## src/rtl/pxu_pkg.sv

```systemverilog
package pxu_pkg;
  typedef enum logic [1:0] {
    ST_IDLE  = 2'd0,
    ST_READ  = 2'd1,
    ST_DONE  = 2'd2,
    ST_FAULT = 2'd3
  } pxu_state_t;
endpackage

```

## src/rtl/pxu_base_reg.sv

```systemverilog
// Table-base register; loaded at any time, sampled only when a request is accepted.
module pxu_base_reg #(
  parameter int BASE_W = 8
) (
  input  logic              clk,
  input  logic              rst,
  input  logic              we,
  input  logic [BASE_W-1:0] wdata,
  output logic [BASE_W-1:0] base_q
);
  always_ff @(posedge clk) begin
    if (rst) base_q <= '0;
    else if (we) base_q <= wdata;
  end
endmodule

```

## src/rtl/pxu_addr_form.sv

```systemverilog
// Pure field placement: entry address and physical address are built by
// concatenation of power-of-two aligned fields, with no adder in the path.
module pxu_addr_form #(
  parameter int VA_W   = 16,
  parameter int OFFS_W = 9,
  parameter int BASE_W = 8,
  parameter int PTE_W  = 16,
  localparam int PAGE_W = VA_W - OFFS_W,
  localparam int MEM_AW = BASE_W + PAGE_W + 1
) (
  input  logic [BASE_W-1:0] base,
  input  logic [VA_W-1:0]   vaddr,
  input  logic [PAGE_W-1:0] frame,
  input  logic [OFFS_W-1:0] offset,
  output logic [MEM_AW-1:0] pte_addr,
  output logic [VA_W-1:0]   paddr
);
  logic [PAGE_W-1:0] page;

  always_comb begin
    page     = vaddr[VA_W-1:OFFS_W];
    pte_addr = {base, page, 1'b0};
    paddr    = {frame, offset};
  end
endmodule

```

## src/rtl/pxu_ctrl.sv

```systemverilog
// Sequencer: IDLE -> READ (wait for data) -> DONE or FAULT -> IDLE.
module pxu_ctrl
  import pxu_pkg::*;
#(
  parameter int VA_W   = 16,
  parameter int OFFS_W = 9,
  parameter int BASE_W = 8,
  localparam int PAGE_W = VA_W - OFFS_W,
  localparam int MEM_AW = BASE_W + PAGE_W + 1
) (
  input  logic              clk,
  input  logic              rst,
  input  logic              req_valid,
  input  logic [VA_W-1:0]   req_vaddr,
  output logic              req_ready,
  input  logic [MEM_AW-1:0] pte_addr,
  input  logic [VA_W-1:0]   paddr,
  input  logic              entry_ok,
  output logic [OFFS_W-1:0] offset_q,
  output logic              mem_rd_en,
  output logic [MEM_AW-1:0] mem_rd_addr,
  input  logic              mem_rd_valid,
  output logic              rsp_valid,
  output logic [VA_W-1:0]   rsp_paddr,
  output logic              fault_valid,
  output logic [PAGE_W-1:0] fault_page
);
  pxu_state_t        state;
  logic [PAGE_W-1:0] page_q;
  logic              accept;

  assign accept = req_valid && req_ready;

  always_ff @(posedge clk) begin
    if (rst) begin
      state       <= ST_IDLE;
      req_ready   <= 1'b1;
      mem_rd_en   <= 1'b0;
      mem_rd_addr <= '0;
      offset_q    <= '0;
      page_q      <= '0;
      rsp_valid   <= 1'b0;
      rsp_paddr   <= '0;
      fault_valid <= 1'b0;
      fault_page  <= '0;
    end else begin
      mem_rd_en   <= 1'b0;
      rsp_valid   <= 1'b0;
      fault_valid <= 1'b0;
      case (state)
        ST_IDLE: begin
          if (accept) begin
            state       <= ST_READ;
            req_ready   <= 1'b0;
            mem_rd_en   <= 1'b1;
            mem_rd_addr <= pte_addr;
            offset_q    <= req_vaddr[OFFS_W-1:0];
            page_q      <= req_vaddr[VA_W-1:OFFS_W];
          end
        end
        ST_READ: begin
          if (mem_rd_valid) begin
            if (entry_ok) begin
              rsp_valid <= 1'b1;
              rsp_paddr <= paddr;
              state     <= ST_DONE;
            end else begin
              fault_valid <= 1'b1;
              fault_page  <= page_q;
              state       <= ST_FAULT;
            end
          end
        end
        default: begin
          state     <= ST_IDLE;
          req_ready <= 1'b1;
        end
      endcase
    end
  end

  assert_accept_reads_R2: assert property (@(posedge clk) disable iff (rst)
    accept |=> mem_rd_en);
  assert_single_read_R2: assert property (@(posedge clk) disable iff (rst)
    mem_rd_en |=> !mem_rd_en);
  assert_busy_no_read_R6: assert property (@(posedge clk) disable iff (rst)
    !req_ready |=> !mem_rd_en);
  assert_exclusive_R4: assert property (@(posedge clk) disable iff (rst)
    !(rsp_valid && fault_valid));
  assert_pulse_then_ready_R5: assert property (@(posedge clk) disable iff (rst)
    (rsp_valid || fault_valid) |=> (!rsp_valid && !fault_valid && req_ready));
  assert_result_after_data_R5: assert property (@(posedge clk) disable iff (rst)
    (rsp_valid || fault_valid) |-> $past(mem_rd_valid));
endmodule

```

## src/rtl/page_xlate.sv

```systemverilog
module page_xlate #(
  parameter int VA_W   = 16,
  parameter int OFFS_W = 9,
  parameter int BASE_W = 8,
  parameter int PTE_W  = 16,
  parameter int VALID_BIT = 0,
  localparam int PAGE_W = VA_W - OFFS_W,
  localparam int MEM_AW = BASE_W + PAGE_W + 1
) (
  input  logic              clk,
  input  logic              rst,
  input  logic              req_valid,
  output logic              req_ready,
  input  logic [VA_W-1:0]   req_vaddr,
  input  logic              base_we,
  input  logic [BASE_W-1:0] base_wdata,
  output logic              mem_rd_en,
  output logic [MEM_AW-1:0] mem_rd_addr,
  input  logic              mem_rd_valid,
  input  logic [PTE_W-1:0]  mem_rd_data,
  output logic              rsp_valid,
  output logic [VA_W-1:0]   rsp_paddr,
  output logic              fault_valid,
  output logic [PAGE_W-1:0] fault_page
);
  logic [BASE_W-1:0] base_q;
  logic [MEM_AW-1:0] pte_addr;
  logic [VA_W-1:0]   paddr;
  logic [OFFS_W-1:0] offset_q;
  logic [PAGE_W-1:0] frame;
  logic              entry_ok;
  logic              unused_pte_bits;

  assign frame           = mem_rd_data[PTE_W-1 -: PAGE_W];
  assign entry_ok        = mem_rd_data[VALID_BIT];
  assign unused_pte_bits = ^mem_rd_data;

  pxu_base_reg #(.BASE_W(BASE_W)) u_base (
    .clk(clk), .rst(rst), .we(base_we), .wdata(base_wdata), .base_q(base_q)
  );

  pxu_addr_form #(.VA_W(VA_W), .OFFS_W(OFFS_W), .BASE_W(BASE_W), .PTE_W(PTE_W)) u_form (
    .base(base_q), .vaddr(req_vaddr), .frame(frame), .offset(offset_q),
    .pte_addr(pte_addr), .paddr(paddr)
  );

  pxu_ctrl #(.VA_W(VA_W), .OFFS_W(OFFS_W), .BASE_W(BASE_W)) u_ctrl (
    .clk(clk), .rst(rst),
    .req_valid(req_valid), .req_vaddr(req_vaddr), .req_ready(req_ready),
    .pte_addr(pte_addr), .paddr(paddr), .entry_ok(entry_ok), .offset_q(offset_q),
    .mem_rd_en(mem_rd_en), .mem_rd_addr(mem_rd_addr), .mem_rd_valid(mem_rd_valid),
    .rsp_valid(rsp_valid), .rsp_paddr(rsp_paddr),
    .fault_valid(fault_valid), .fault_page(fault_page)
  );

  // the physical address carries only the frame field and the offset
  assert_offset_kept_R8: assert property (@(posedge clk) disable iff (rst)
    rsp_valid |-> (rsp_paddr[OFFS_W-1:0] == $past(offset_q)));
endmodule

```

## config.mk

```make
export PLATFORM = sky130hd
export DESIGN_NAME = page_xlate
export DESIGN_NICKNAME = d
export VERILOG_FILES = /design/src/rtl/pxu_pkg.sv /design/src/rtl/pxu_base_reg.sv /design/src/rtl/pxu_addr_form.sv /design/src/rtl/pxu_ctrl.sv /design/src/rtl/page_xlate.sv
export SDC_FILE = /design/constraint.sdc
export NUM_CORES = 1
export LEC_CHECK = 0
export BUFFER_PORTS_ARGS = -buffer_cell sky130_fd_sc_hd__clkbuf_2
export CAP_MARGIN = 20
export CORE_MARGIN = 5
export CORE_UTILIZATION = 34
export CTS_CLUSTER_DIAMETER = 150
export CTS_CLUSTER_SIZE = 12
export DETAILED_ROUTE_END_ITERATION = 16
export GPL_TIMING_DRIVEN = 0
export PLACE_DENSITY = 0.57
export RECOVER_POWER = 50
export SLEW_MARGIN = 20
export SYNTH_ARGS = -nofsm -noshare
export SYNTH_HDL_FRONTEND = slang
export SYNTH_HIERARCHICAL = 1
export SYNTH_SLANG_ARGS = --single-unit
```

## constraint.sdc

```tcl
create_clock -name clk -period 2.25 [get_ports clk]
set_input_delay 0.3375 -clock clk [delete_from_list [all_inputs] [get_ports clk]]
set_output_delay 0.3375 -clock clk [all_outputs]
set_load 0.02 [all_outputs]
```

# After elaboration in Yosys (flattened, before gate mapping)
# Index checks and enable logic that the tools add are counted.
totals:
  register_bits: 68
  latchBits: 0
  mem_bits_rw: 0
  rom_bits: 0
  in_bits: 45
  out_inout_bits: 43
  elab_cells: 36
  n_memories: 0
classes:
  addsub: 0
  n_mul: 0
  div: 0
  n_lt_le_gt_ge: 0
  eq_ne: 3
  n_shift: 0
  muxes: 9
  bitwise: 4
  reduce_logical: 9
ops:
  columns: ["op", "count"]
  rows:
  - ["2-bit AND reduction", 3]
  - ["3-bit AND reduction", 2]
  - ["1-bit 2-to-1 mux", 5]
  - ["2-bit 2-to-1 mux", 2]
  - ["1-bit NOT", 4]
  - ["2-bit case mux with 2 select lines", 1]
  - ["3-bit OR reduction", 1]
  - ["2-bit by 1-bit equality test with 1-bit output, second input constant", 1]
  - ["2-bit logical NOT", 1]
  - ["2-bit by 1-bit != test with 1-bit output, second input constant", 1]
  - ["2-bit != test, second input constant", 1]
  - ["1-bit case mux with 2 select lines", 1]
  - ["2-bit OR reduction", 1]
  - ["1-bit logical AND", 1]

# Logic depth before layout (Yosys ltp)
# Gate-level depths: netlist (run 1).
logic_depth:
  depth_word: 3
  mapped_depth: 5
  ltp_nobuf: 3

# Cells and area by module
# The synthesis (run 1) kept the hierarchy.
by_module_without_submodules:
  columns: ["module", "instances", "cells_each", "area_per_inst_um2", "seq_area_each_um2"]
  rows:
  - ["pxu_ctrl", 1, 254, 2192.1, 1221.2]
  - ["pxu_base_reg", 1, 26, 285.3, 160.2]
  - ["pxu_addr_form", 1, 33, 244.0, 0.0]

# Least setup slack after synthesis (run 1)
# OpenSTA, ideal clock, no wires.
synth_path:
  kind: "reg-to-reg"
  from: "register u_ctrl.req_ready"
  to: "register u_ctrl.mem_rd_addr[11]"
  setup_time_ps: 69
  arrival_time_ps: 1114
  required_time_ps: 2181
  setup_slack_ps: 1068
  path_stages_with_launch: 6
  n_path_buf: 2
  period_less_slack_ps: 1182
  cell_sequence: "dfxtp_1 -> and4bb_2 -> buf_6 -> clkbuf_8 -> nand2_1 -> a21oi_2"
synth_via:
  elab_chain_len: 2
synth_rtl:
  columns: ["item", "line_no", "source"]
  rows:
  - ["start, declared", "pxu_ctrl.sv:15", "output logic req_ready,"]
  - ["start signal, assigned", "pxu_ctrl.sv:37", "req_ready <= 1'b1;"]
  - ["start signal, assigned", "pxu_ctrl.sv:54", "req_ready <= 1'b0;"]
  - ["start signal, assigned", "pxu_ctrl.sv:76", "req_ready <= 1'b1;"]
  - ["1-bit logical AND", "pxu_ctrl.sv:32", "assign accept = req_valid && req_ready;"]
  - ["2-bit AND reduction (no line)", null, null]
  - ["end signal, assigned", "pxu_ctrl.sv:56", "mem_rd_addr <= pte_addr;"]
  - ["end, declared", "pxu_ctrl.sv:21", "output logic [MEM_AW-1:0] mem_rd_addr,"]
# Every way passes these cells.
# A chain may end at the register's enable or synchronous reset.

# Final worst setup path (run 1)
layout_path:
  from: "register u_ctrl.state[1]"
  to: "register u_ctrl.page_q[4]"
layout_via:
  elab_chain_len: 2
layout_rtl:
  columns: ["item", "line_no", "source"]
  rows:
  - ["start, declared", "pxu_ctrl.sv:28", "pxu_state_t state;"]
  - ["start signal, assigned", "pxu_ctrl.sv:36", "state <= ST_IDLE;"]
  - ["start signal, assigned", "pxu_ctrl.sv:53", "state <= ST_READ;"]
  - ["start signal, assigned", "pxu_ctrl.sv:66", "state <= ST_DONE;"]
  - ["2-bit logical NOT", "pxu_ctrl.sv:50", "case (state)"]
  - ["2-bit AND reduction (no line)", null, null]
  - ["end signal, assigned", "pxu_ctrl.sv:58", "page_q <= req_vaddr[VA_W-1:OFFS_W];"]
  - ["end, declared", "pxu_ctrl.sv:29", "logic [PAGE_W-1:0] page_q;"]
# Every way passes these cells.

==> flow_metrics.py, run 1 <==
metrics = {
    "grt": {
        "globalRouteMet3Util_pct": 6.45,
        "antenna_found_initial": 0,
        "met2_usage_pct": 19.5,
        "grtUsageMet1_pct": 16.2,
        "overflow": 0,
        "grt_pass1_wl_um": 10000,
        "grt_pass1_vias": 2083,
        "gr-max-usage-layer": "met2",
        "track_usage_pct": 12.9,
        "grt_max_degree": 12,
    },
    "floorplanning": {
        "io_pins": 88,
        "start_util_pct": 35.0,
        "rows": 32,
        "fp.dieArea_um2": 9890,
        "core_area_um2": 7770,
        "die_h_um": 99.5,
        "die_w_um": 99.5,
    },
    "route": {
        "first_pass_iters": 4,
        "wl_um": 6260,
        "first_iter_violations": 59,
        "vias": 2208,
        "vias_per_cell": 4.42,
        "drt.antenna.violating_nets": 0,
        "drc": 0,
        "post_drt_wl_per_cell_um": 12.5,
    },
    "clock_network": {
        "post_cts_buffers": 0,
        "htreeDepth": 3,
        "postCtsHoldBufs": 0,
        "clk_path_buf_depth": 2,
        "cts_made_buffers": 9,
        "clkTransAtPathRegs_ns": 0.07,
        "clk_latency_ns": 0.33,
        "cts-root-buf": "clkbuf_8",
        "post_cts_resized": 0,
        "clkSinkCount": 69,
        "cts_tree": "yes",
    },
    "cells_and_area": {
        "final_core_util_pct": 42.7,
        "area_growth_pct": 22.0,
        "fin_nets": 439,
        "regArea_um2": 1380,
        "antenna_cells": 0,
        "final_area_um2": 3320,
        "multi_input_area_um2": 946,
        "drive_gt1_share_pct": 25.6,
        "fillCellCount": 820,
    },
    "worst_setup_path": {
        "worstPathRequired_ns": 2.51,
        "r2r_slack_ns": 0.64,
        "r2r-end": "u_ctrl/page_q[4]",
        "crit_path_start": "u_ctrl/state[1]",
        "endpoint": "u_ctrl/page_q[4]",
        "reg2reg_depth": 5,
        "critPathKind": "register to register",
        "start_kind": "register",
        "end_kind": "register",
        "rr_startpoint": "u_ctrl/state[1]",
        "cp_data_arrival_time_ns": 1.87,
        "path_max_fanout": 10,
    },
    "timing": {
        "hold_violations": 0,
        "fin_crit_sh_pct": 71.4,
        "postLayoutSetupSlackWorst_ns": 0.643,
        "setup_viol_count_final": 0,
        "slew_violations": 0,
        "tightestPinTransition_ns": 0.583,
        "rsz0062_at_grt": "no",
        "tns_ns": 0,
        "clock.fmax_ghz": 0.622,
        "skew_ns": 0.00722,
        "relSlewSlack_pct": 61.1,
        "finalCriticalPeriod_ns": 1.61,
    },
    "run": {
        "cap_viol_max_count": 0,
    },
    "synthesis": {
        "netlist_instances": 313,
        "synth_seq_cells": 69,
        "synth_compound_area_share_pct": 10.4,
        "synth-adder-area-share_pct": 0,
        "synthMuxAreaShare_pct": 5.52,
        "synthSimpleGateAreaFrac_pct": 18.9,
        "synth_cell_type_count": 21,
        "synthXorXnorAreaFrac_pct": 0,
        "netlist_area_um2": 2720,
        "syn_avg_cell_area_um2": 8.69,
        "yosysWarnings": 6,
        "synth_nets": 358,
        "synth_top_family_by_area": "simple AND/OR/NAND/NOR gates",
        "ys_seq_area_share_pct": 50.8,
    },
    "pwr": {
        "p_comb_share_pct": 13.0,
        "vdd_drop_max_uv": 413,
        "p_leak_nw": 1.34,
        "p_int_mw": 1.91,
        "power_frac_clock_pct": 36.0,
        "p_total_mw": 2.57,
        "swShare_pct": 25.8,
        "p_sw_mw": 0.662,
        "power_frac_seq_pct": 51.1,
        "power_density_nw_per_um2": 774,
    },
    "placed_design": {
        "place_area_um2": 3200,
        "portBuffers": 70,
        "dpl_worst_slack_ns": 0.869,
        "place_hpwl_um": 4540,
        "gp_congestion": 0.760,
    },
    "worst_hold_path": {
        "min_path_type": "primary input to register",
        "holdPathStages": 3,
    },
    "run_status": {
        "status": "finished, final reports clean",
    },
}
==> layer usage <==
layer  up-vias  wire, µm  part of all wire, %
met5         -         0                    0
met4         0        68                  1.1
met3         7       508                  8.1
met2        74      2700                   43
met1       996      2980                   48
li1       1131         -                    -
==> power by group through the flow <==
stage | Combinational [mW] | Clock, mW | Sequential [mW]
after detailed placement | 0.350 | 0 | 1.34
after global routing | 0.371 | 1.02 | 1.32
final | 0.334 | 0.924 | 1.31
after global placement | 0.348 | 0 | 1.34
after floorplan | 0.215 | 0 | 1.36
after CTS | 0.351 | 0.968 | 1.31
==> flip-flops by register name, indices dropped and copies added, names as in the netlist <==
signal              cells
u_ctrl/mem_rd_addr     16
u_ctrl/rsp_paddr       16
u_ctrl/offset_q         9
u_base/base_q           8
u_ctrl/fault_page       7
u_ctrl/page_q           7
u_ctrl/state            2
u_ctrl/fault_valid      1
u_ctrl/mem_rd_en        1
u_ctrl/req_ready        1
u_ctrl/rsp_valid        1
==> logic make-up (layout without fill, tap and decap cells) <==
group | after synthesis | in the layout
AOI/OAI and AO/OA | 50 | 50
buffers and inverters | 53 | 138
DFF | 69 | 69
muxes | 15 | 15
other | 1 | 1
and+or+nand+nor | 125 | 125
==> final cells by class <==
class / count / share of cell area [%]
Multi-Input combinational cell: 191 / 28.5
Clock inverter: 3 / 0.603
Timing Repair Buffer: 70 / 9.27
Buffer: 53 / 11.2
Tap cell: 102 / 3.84
Clock buffer: 12 / 4.98
Sequential cell: 69 / 41.6
==> stage by stage <==
stage / hold slack, ns / cells
finish: 0.223 / 500
global route: 0.201 / 500
CTS: 0.200 / 500
detailed placement: 0.446 / 485
global placement: 0.441 / 485
floorplan: 0.416 / 313
==> critical path, stage by stage (launching register included) <==
cell	delay [ns]
dfxtp_1	0.42
nand4bb_1	0.15
clkbuf_1	0.25
clkbuf_1	0.44
nand2_1	0.14
a21oi_2	0.14
==> how the worst min path moves through the flow <==
stage / startpoint / endpoint
floorplan: mem_rd_data[0] / u_ctrl/fault_valid
global placement: u_ctrl/rsp_paddr[7] / u_ctrl/rsp_paddr[7]
detailed placement: u_ctrl/rsp_paddr[13] / u_ctrl/rsp_paddr[13]
CTS: req_vaddr[6] / u_ctrl/offset_q[6]
global route: req_vaddr[3] / u_ctrl/offset_q[3]
finish: req_vaddr[6] / u_ctrl/offset_q[6]
==> cell usage in the layout, fill, tap and decap left out <==
cell type	n
o21bai_1	1
a21oi_2	8
conb_1	1
nand4bb_1	1
clkbuf_2	37
nand4b_1	1
nor2_1	20
buf_1	1
nor3_1	1
nand2_1	98
dfxtp_1	69
clkinvlp_4	2
clkbuf_8	14
buf_2	1
buf_6	3
a21oi_1	41
buf_4	34
mux2i_1	15
clkinv_2	1
clkbuf_1	45
and4bb_2	2
and4b_1	1
nor2b_1	1
==> synth_stat cells <==
master	number	area share, %
nor2b_1	1	0.23
buf_6	3	1.2
and4bb_2	2	0.92
nor3_1	1	0.18
a21oi_2	8	2.6
mux2i_1	15	5.5
nand4bb_1	1	0.41
nand4b_2	1	0.55
nor2_1	20	2.8
nand2_1	98	14
and4b_1	1	0.37
conb_1	1	0.14
buf_2	3	0.55
clkbuf_8	3	1.5
buf_4	35	9.7
dfxtp_1	69	51
o21bai_1	1	0.28
buf_1	1	0.14
a21oi_1	41	7.5
clkbuf_2	1	0.18
clkbuf_1	7	0.97
No activity file was read; power rests on OpenSTA's default activity.
==> run 2: changes to the inputs <==
Settings changed: PLACE_DENSITY 0.57 to 0.59.
Clock period 2.25 ns to 1.3 ns, I/O delays scaled along.
==> flow_metrics.py, run 2 (same netlist as run 1, synthesis figures left out) <==
metrics = {
    "worst_setup_path": {
        "rr_startpoint": "u_ctrl/state[0]",
        "path_max_fanout": 10,
        "end_kind": "register",
        "worstPathRequired_ns": 1.52,
        "critPathKind": "register to register",
        "start_kind": "register",
        "cp_data_arrival_time_ns": 1.43,
        "r2r_slack_ns": 0.09,
        "crit_path_start": "u_ctrl/state[0]",
        "reg2reg_depth": 5,
        "r2r-end": "u_ctrl/state[0]",
        "endpoint": "u_ctrl/state[0]",
    },
    "cells_and_area": {
        "regArea_um2": 1380,
        "fillCellCount": 824,
        "area_growth_pct": 24.5,
        "antenna_cells": 0,
        "fin_nets": 441,
        "final_area_um2": 3390,
        "top_regs": "u_ctrl/mem_rd_addr x16, u_ctrl/rsp_paddr x16, u_ctrl/offset_q x9",
        "drive_gt1_share_pct": 27.2,
        "final_cell_mix": "nand2_1, dfxtp_1, clkbuf_1",
        "multi_input_area_um2": 961,
        "mostFrequentLayoutCell": "nand2_1",
    },
    "timing": {
        "hold_violations": 0,
        "fin_crit_sh_pct": 93.2,
        "skew_ns": 0.00779,
        "finalCriticalPeriod_ns": 1.21,
        "tightestPinTransition_ns": 0.598,
        "relSlewSlack_pct": 60.1,
        "rsz0062_at_grt": "no",
        "tns_ns": 0,
        "clock.fmax_ghz": 0.825,
        "slew_violations": 0,
        "setup_viol_count_final": 0,
    },
    "route": {
        "vias_per_cell": 4.40,
        "post_drt_wl_per_cell_um": 12.4,
        "first_pass_iters": 4,
        "first_iter_violations": 64,
        "drc": 0,
        "vias": 2213,
        "wl_um": 6250,
        "drt.antenna.violating_nets": 0,
    },
    "grt": {
        "grt_max_degree": 13,
        "grt_pass1_wl_um": 10200,
        "antenna_found_initial": 0,
        "overflow": 0,
        "grt_pass1_vias": 2164,
        "track_usage_pct": 13.0,
    },
    "placed_design": {
        "place_area_um2": 3200,
        "place_hpwl_um": 4570,
        "portBuffers": 70,
        "gp_congestion": 0.750,
    },
    "run": {
        "cap_viol_max_count": 0,
    },
    "clock_network": {
        "clk_latency_ns": 0.35,
        "cts-root-buf": "clkbuf_8",
        "cts_made_buffers": 9,
        "clkSinkCount": 69,
        "cts_tree": "yes",
        "clkTransAtPathRegs_ns": 0.07,
        "clk_path_buf_depth": 2,
        "htreeDepth": 3,
        "postCtsHoldBufs": 0,
    },
    "pwr": {
        "p_leak_nw": 1.37,
        "vdd_drop_max_uv": 638,
        "power_density_nw_per_um2": 1360,
        "p_total_mw": 4.62,
    },
    "floorplanning": {
        "core_area_um2": 7770,
        "die_w_um": 99.5,
        "die_h_um": 99.5,
        "start_util_pct": 35.0,
        "fp.dieArea_um2": 9890,
        "rows": 32,
        "io_pins": 88,
    },
    "run_status": {
        "status": "finished, final reports clean",
    },
    "worst_hold_path": {
        "min_path_type": "primary input to register",
    },
}
run 2: cell types whose count changed in the layout (fill, tap and decap cells not counted), moves of 2 or more:
cell,change
clkbuf_2,-2
buf_4,+3
clkbuf_4,+2
clkbuf_8,-4
buf_8,+3
dfxtp_1,-2
dfxtp_2,+2
run 2: layout make-up:
| cell class | count | share of cell area (%) |
|---|---|---|
| plain buffers | 53 | 11.7 |
| clock inverters | 6 | 1.85 |
| repair buffers | 72 | 9.42 |
| clock buffers | 10 | 4.06 |
| multi-input cells | 191 | 28.4 |
| flip-flops and latches | 69 | 40.8 |
| well taps | 102 | 3.77 |
run 2: repair_timing:
action / 4_1_cts / 5_1_grt
resized for setup: 0 / 8
endpoints found under the setup margin: 0 / 43
setup buffers: 0 / 2
run 2: worst max-delay path, stage by stage (launching register included):
cell and delay [ns]:
dfxtp_2 0.39, and4bb_2 0.26, buf_6 0.14, buf_8 0.14
a21oi_1 0.11, nor2_1 0.05
run 2: report_power, final:
group	total [mW]	switching [mW]	leakage, nW	internal (mW)
Combinational	0.613	0.332	0.716	0.280
Sequential	2.27	0.0568	0.563	2.22
Clock	1.73	0.801	0.0943	0.930
run 2: metal layers:
metal  up-vias  routed length, µm  global-route usage, %  part of all wire [%]
met4         0                 71                   4.73                   1.1
li1       1137                  -                      -                     -
met1       996               2900                   15.9                    46
met2        72               2740                   20.6                    44
met3         8                534                   5.47                   8.5
met5         -                  0                      0                     0
run 2: per-stage QoR:
stage          utilization [%]  setup WS (ns)  hold slack (ns)  instances
3_5_place_dp              41.2         0.0171            0.424        485
3_3_place_gp              41.2         0.0527            0.425        485
5_1_grt                   43.6        0.00266           0.0694        503
4_1_cts                   43.8        0.00784           0.0452        501
6_report                  43.6         0.0880           0.0694        503
2_1_floorplan                -          0.118            0.273        313
run 2: how the worst min path moves through the flow:
stage	startpoint	endpoint	slack, ns	cells after the start
final	req_vaddr[3]	u_ctrl/offset_q[3]	0.07	3
after global routing	req_vaddr[3]	u_ctrl/offset_q[3]	0.07	3
after CTS	req_vaddr[3]	u_ctrl/offset_q[3]	0.05	3
after detailed placement	req_vaddr[3]	u_ctrl/offset_q[3]	0.42	3
after global placement	req_vaddr[8]	u_ctrl/offset_q[8]	0.42	3
after floorplan	mem_rd_data[0]	u_ctrl/fault_valid	0.27	1
==> run 3: changes to the inputs <==
Settings changed: ABC_AREA set to 1, PLACE_DENSITY 0.59 to 0.58.
==> flow_metrics.py, run 3 <==
metrics = {
    "placed_design": {
        "gp_congestion": 0.777,
        "place_area_um2": 3620,
        "dpl_worst_slack_ns": 0.0480,
        "place_hpwl_um": 5350,
        "portBuffers": 71,
    },
    "route": {
        "drt.antenna.violating_nets": 0,
        "wl_um": 7120,
        "vias": 2664,
        "first_iter_violations": 60,
        "first_pass_iters": 4,
        "vias_per_cell": 4.21,
        "drc": 0,
        "post_drt_wl_per_cell_um": 11.2,
    },
    "clock_network": {
        "post_cts_buffers": 0,
        "cts_made_buffers": 9,
        "clkSinkCount": 69,
        "clkTransAtPathRegs_ns": 0.07,
        "cts_tree": "yes",
        "htreeDepth": 3,
        "clk_path_buf_depth": 2,
        "cts-root-buf": "clkbuf_8",
        "clk_latency_ns": 0.34,
    },
    "worst_setup_path": {
        "cp_data_arrival_time_ns": 1.41,
        "critPathKind": "register to register",
        "start_kind": "register",
        "end_kind": "register",
        "worstPathRequired_ns": 1.53,
        "path_max_fanout": 10,
    },
    "floorplanning": {
        "die_w_um": 106,
        "io_pins": 88,
        "fp.dieArea_um2": 11200,
        "core_area_um2": 9110,
        "rows": 35,
        "start_util_pct": 34.3,
        "die_h_um": 106,
    },
    "synthesis": {
        "yosysMostFrequentCell": "nor2_1",
        "synth_cell_type_count": 17,
        "synth_nets": 480,
        "yosysTopAreaCell": "dfxtp_1",
        "netlist_instances": 435,
        "synth_seq_cells": 69,
        "synth_commonest_cells": "nor2_1, nand2_1, dfxtp_1",
        "ys.flop_type": "dfxtp_1",
        "ys_seq_area_share_pct": 44.2,
        "synth_top_area_share_pct": 44.2,
        "syn_avg_cell_area_um2": 7.18,
        "netlist_area_um2": 3120,
        "yosysWarnings": 6,
        "synth-async-reset-ratio_pct": 0,
        "synth_area_leaders": "dfxtp_1, nor2_1, nand2_1, buf_4, nand3b_1",
        "synth-edff-count": 0,
    },
    "timing": {
        "fin_crit_sh_pct": 90.7,
        "postLayoutSetupSlackWorst_ns": 0.121,
        "tns_ns": 0,
        "setup_viol_count_final": 0,
        "finalCriticalPeriod_ns": 1.18,
        "tightestPinTransition_ns": 0.496,
        "rsz0062_at_grt": "no",
        "relSlewSlack_pct": 66.8,
        "hold_violations": 0,
        "slew_violations": 0,
        "clock.fmax_ghz": 0.848,
        "skew_ns": 0.00524,
    },
    "cells_and_area": {
        "top_regs": "u_ctrl/mem_rd_addr x16, u_ctrl/rsp_paddr x16, u_ctrl/offset_q x9",
        "mostFrequentLayoutCell": "nor2_1",
        "regArea_um2": 1380,
        "final_core_util_pct": 41.5,
        "area_growth_pct": 21.0,
        "fillCellCount": 1024,
        "multi_input_area_um2": 1220,
        "antenna_cells": 0,
        "fin_nets": 562,
        "final_area_um2": 3780,
        "final_cell_mix": "nor2_1, nand2_1, dfxtp_1",
        "drive_gt1_share_pct": 22.0,
    },
    "pwr": {
        "vdd_drop_max_uv": 530,
        "p_leak_nw": 1.81,
        "power_density_nw_per_um2": 1340,
    },
    "grt": {
        "antenna_found_initial": 0,
        "overflow": 0,
        "grt_pass1_vias": 2542,
        "grt_max_degree": 12,
        "track_usage_pct": 13.4,
        "grt_pass1_wl_um": 12000,
    },
    "run": {
        "cap_viol_max_count": 0,
    },
    "run_status": {
        "status": "finished, final reports clean",
    },
    "worst_hold_path": {
        "min_path_type": "primary input to register",
    },
}
## run 3: area by class of cell
| cell class | count | share of cell area, % |
|---|---|---|
| plain buffers | 53 | 10.2 |
| repair buffers | 71 | 8.11 |
| well taps | 111 | 3.68 |
| clock inverters | 5 | 1.32 |
| flip-flops and latches | 69 | 36.6 |
| inverters | 40 | 3.97 |
| multi-input cells | 273 | 32.4 |
| clock buffers | 11 | 3.74 |
## run 3: path summary, 6_finish.rpt
check / start / endpoint / slack [ns] / depth (start not counted)
setup reg to reg: u_ctrl/state[1] / u_ctrl/page_q[5] / 0.12 / 5
hold / removal: mem_rd_valid / u_ctrl/state[1] / 0.12 / 3
hold reg to reg: u_base/base_q[2] / u_base/base_q[2] / 0.47 / 2
setup / recovery: u_ctrl/state[1] / u_ctrl/page_q[5] / 0.12 / 5
## run 3: metal layers
| metal | GRT usage [%] | share of wire [%] |
|---|---|---|
| met5 | 0 | 0 |
| met4 | 3.05 | 0.65 |
| met3 | 5.82 | 6.4 |
| met2 | 21.8 | 45 |
| met1 | 16.5 | 48 |
## run 3: cells by family after synthesis
family | count (synthesis) | synth area share (%)
other | 1 | 0.120
buffers and inverters | 93 | 16.9
DFF | 69 | 44.2
AOI/OAI and AO/OA | 2 | 0.321
and+or+nand+nor | 270 | 38.5
## run 3: what timing repair did
item                       CTS  global route
setup endpoints to repair    0            37
hold buffers                 0             0
resized for setup            0             7
## run 3: worst max-delay path, cell delays in order, from the launching register on
cell	delay, ns
dfxtp_1	0.38
nor2_4	0.22
buf_2	0.26
nand3b_1	0.11
nand2_1	0.07
nor2_1	0.04
## run 3: where the power goes
part           total, mW  internal, mW  switching, mW  leakage (nW)
Sequential          2.37          2.29         0.0873         0.567
Clock               1.70         0.926          0.775         0.103
Combinational      0.990         0.401          0.589          1.14
## run 3: stage by stage
| step | cells | power [mW] | hold WS (ns) |
|---|---|---|---|
| after floorplan | 435 | 3.14 | 0.338 |
| after detailed placement | 617 | 3.43 | 0.464 |
| final | 633 | 5.06 | 0.122 |
| after global routing | 633 | 5.38 | 0.127 |
| after CTS | 633 | 5.16 | 0.100 |
| after global placement | 617 | 3.41 | 0.458 |
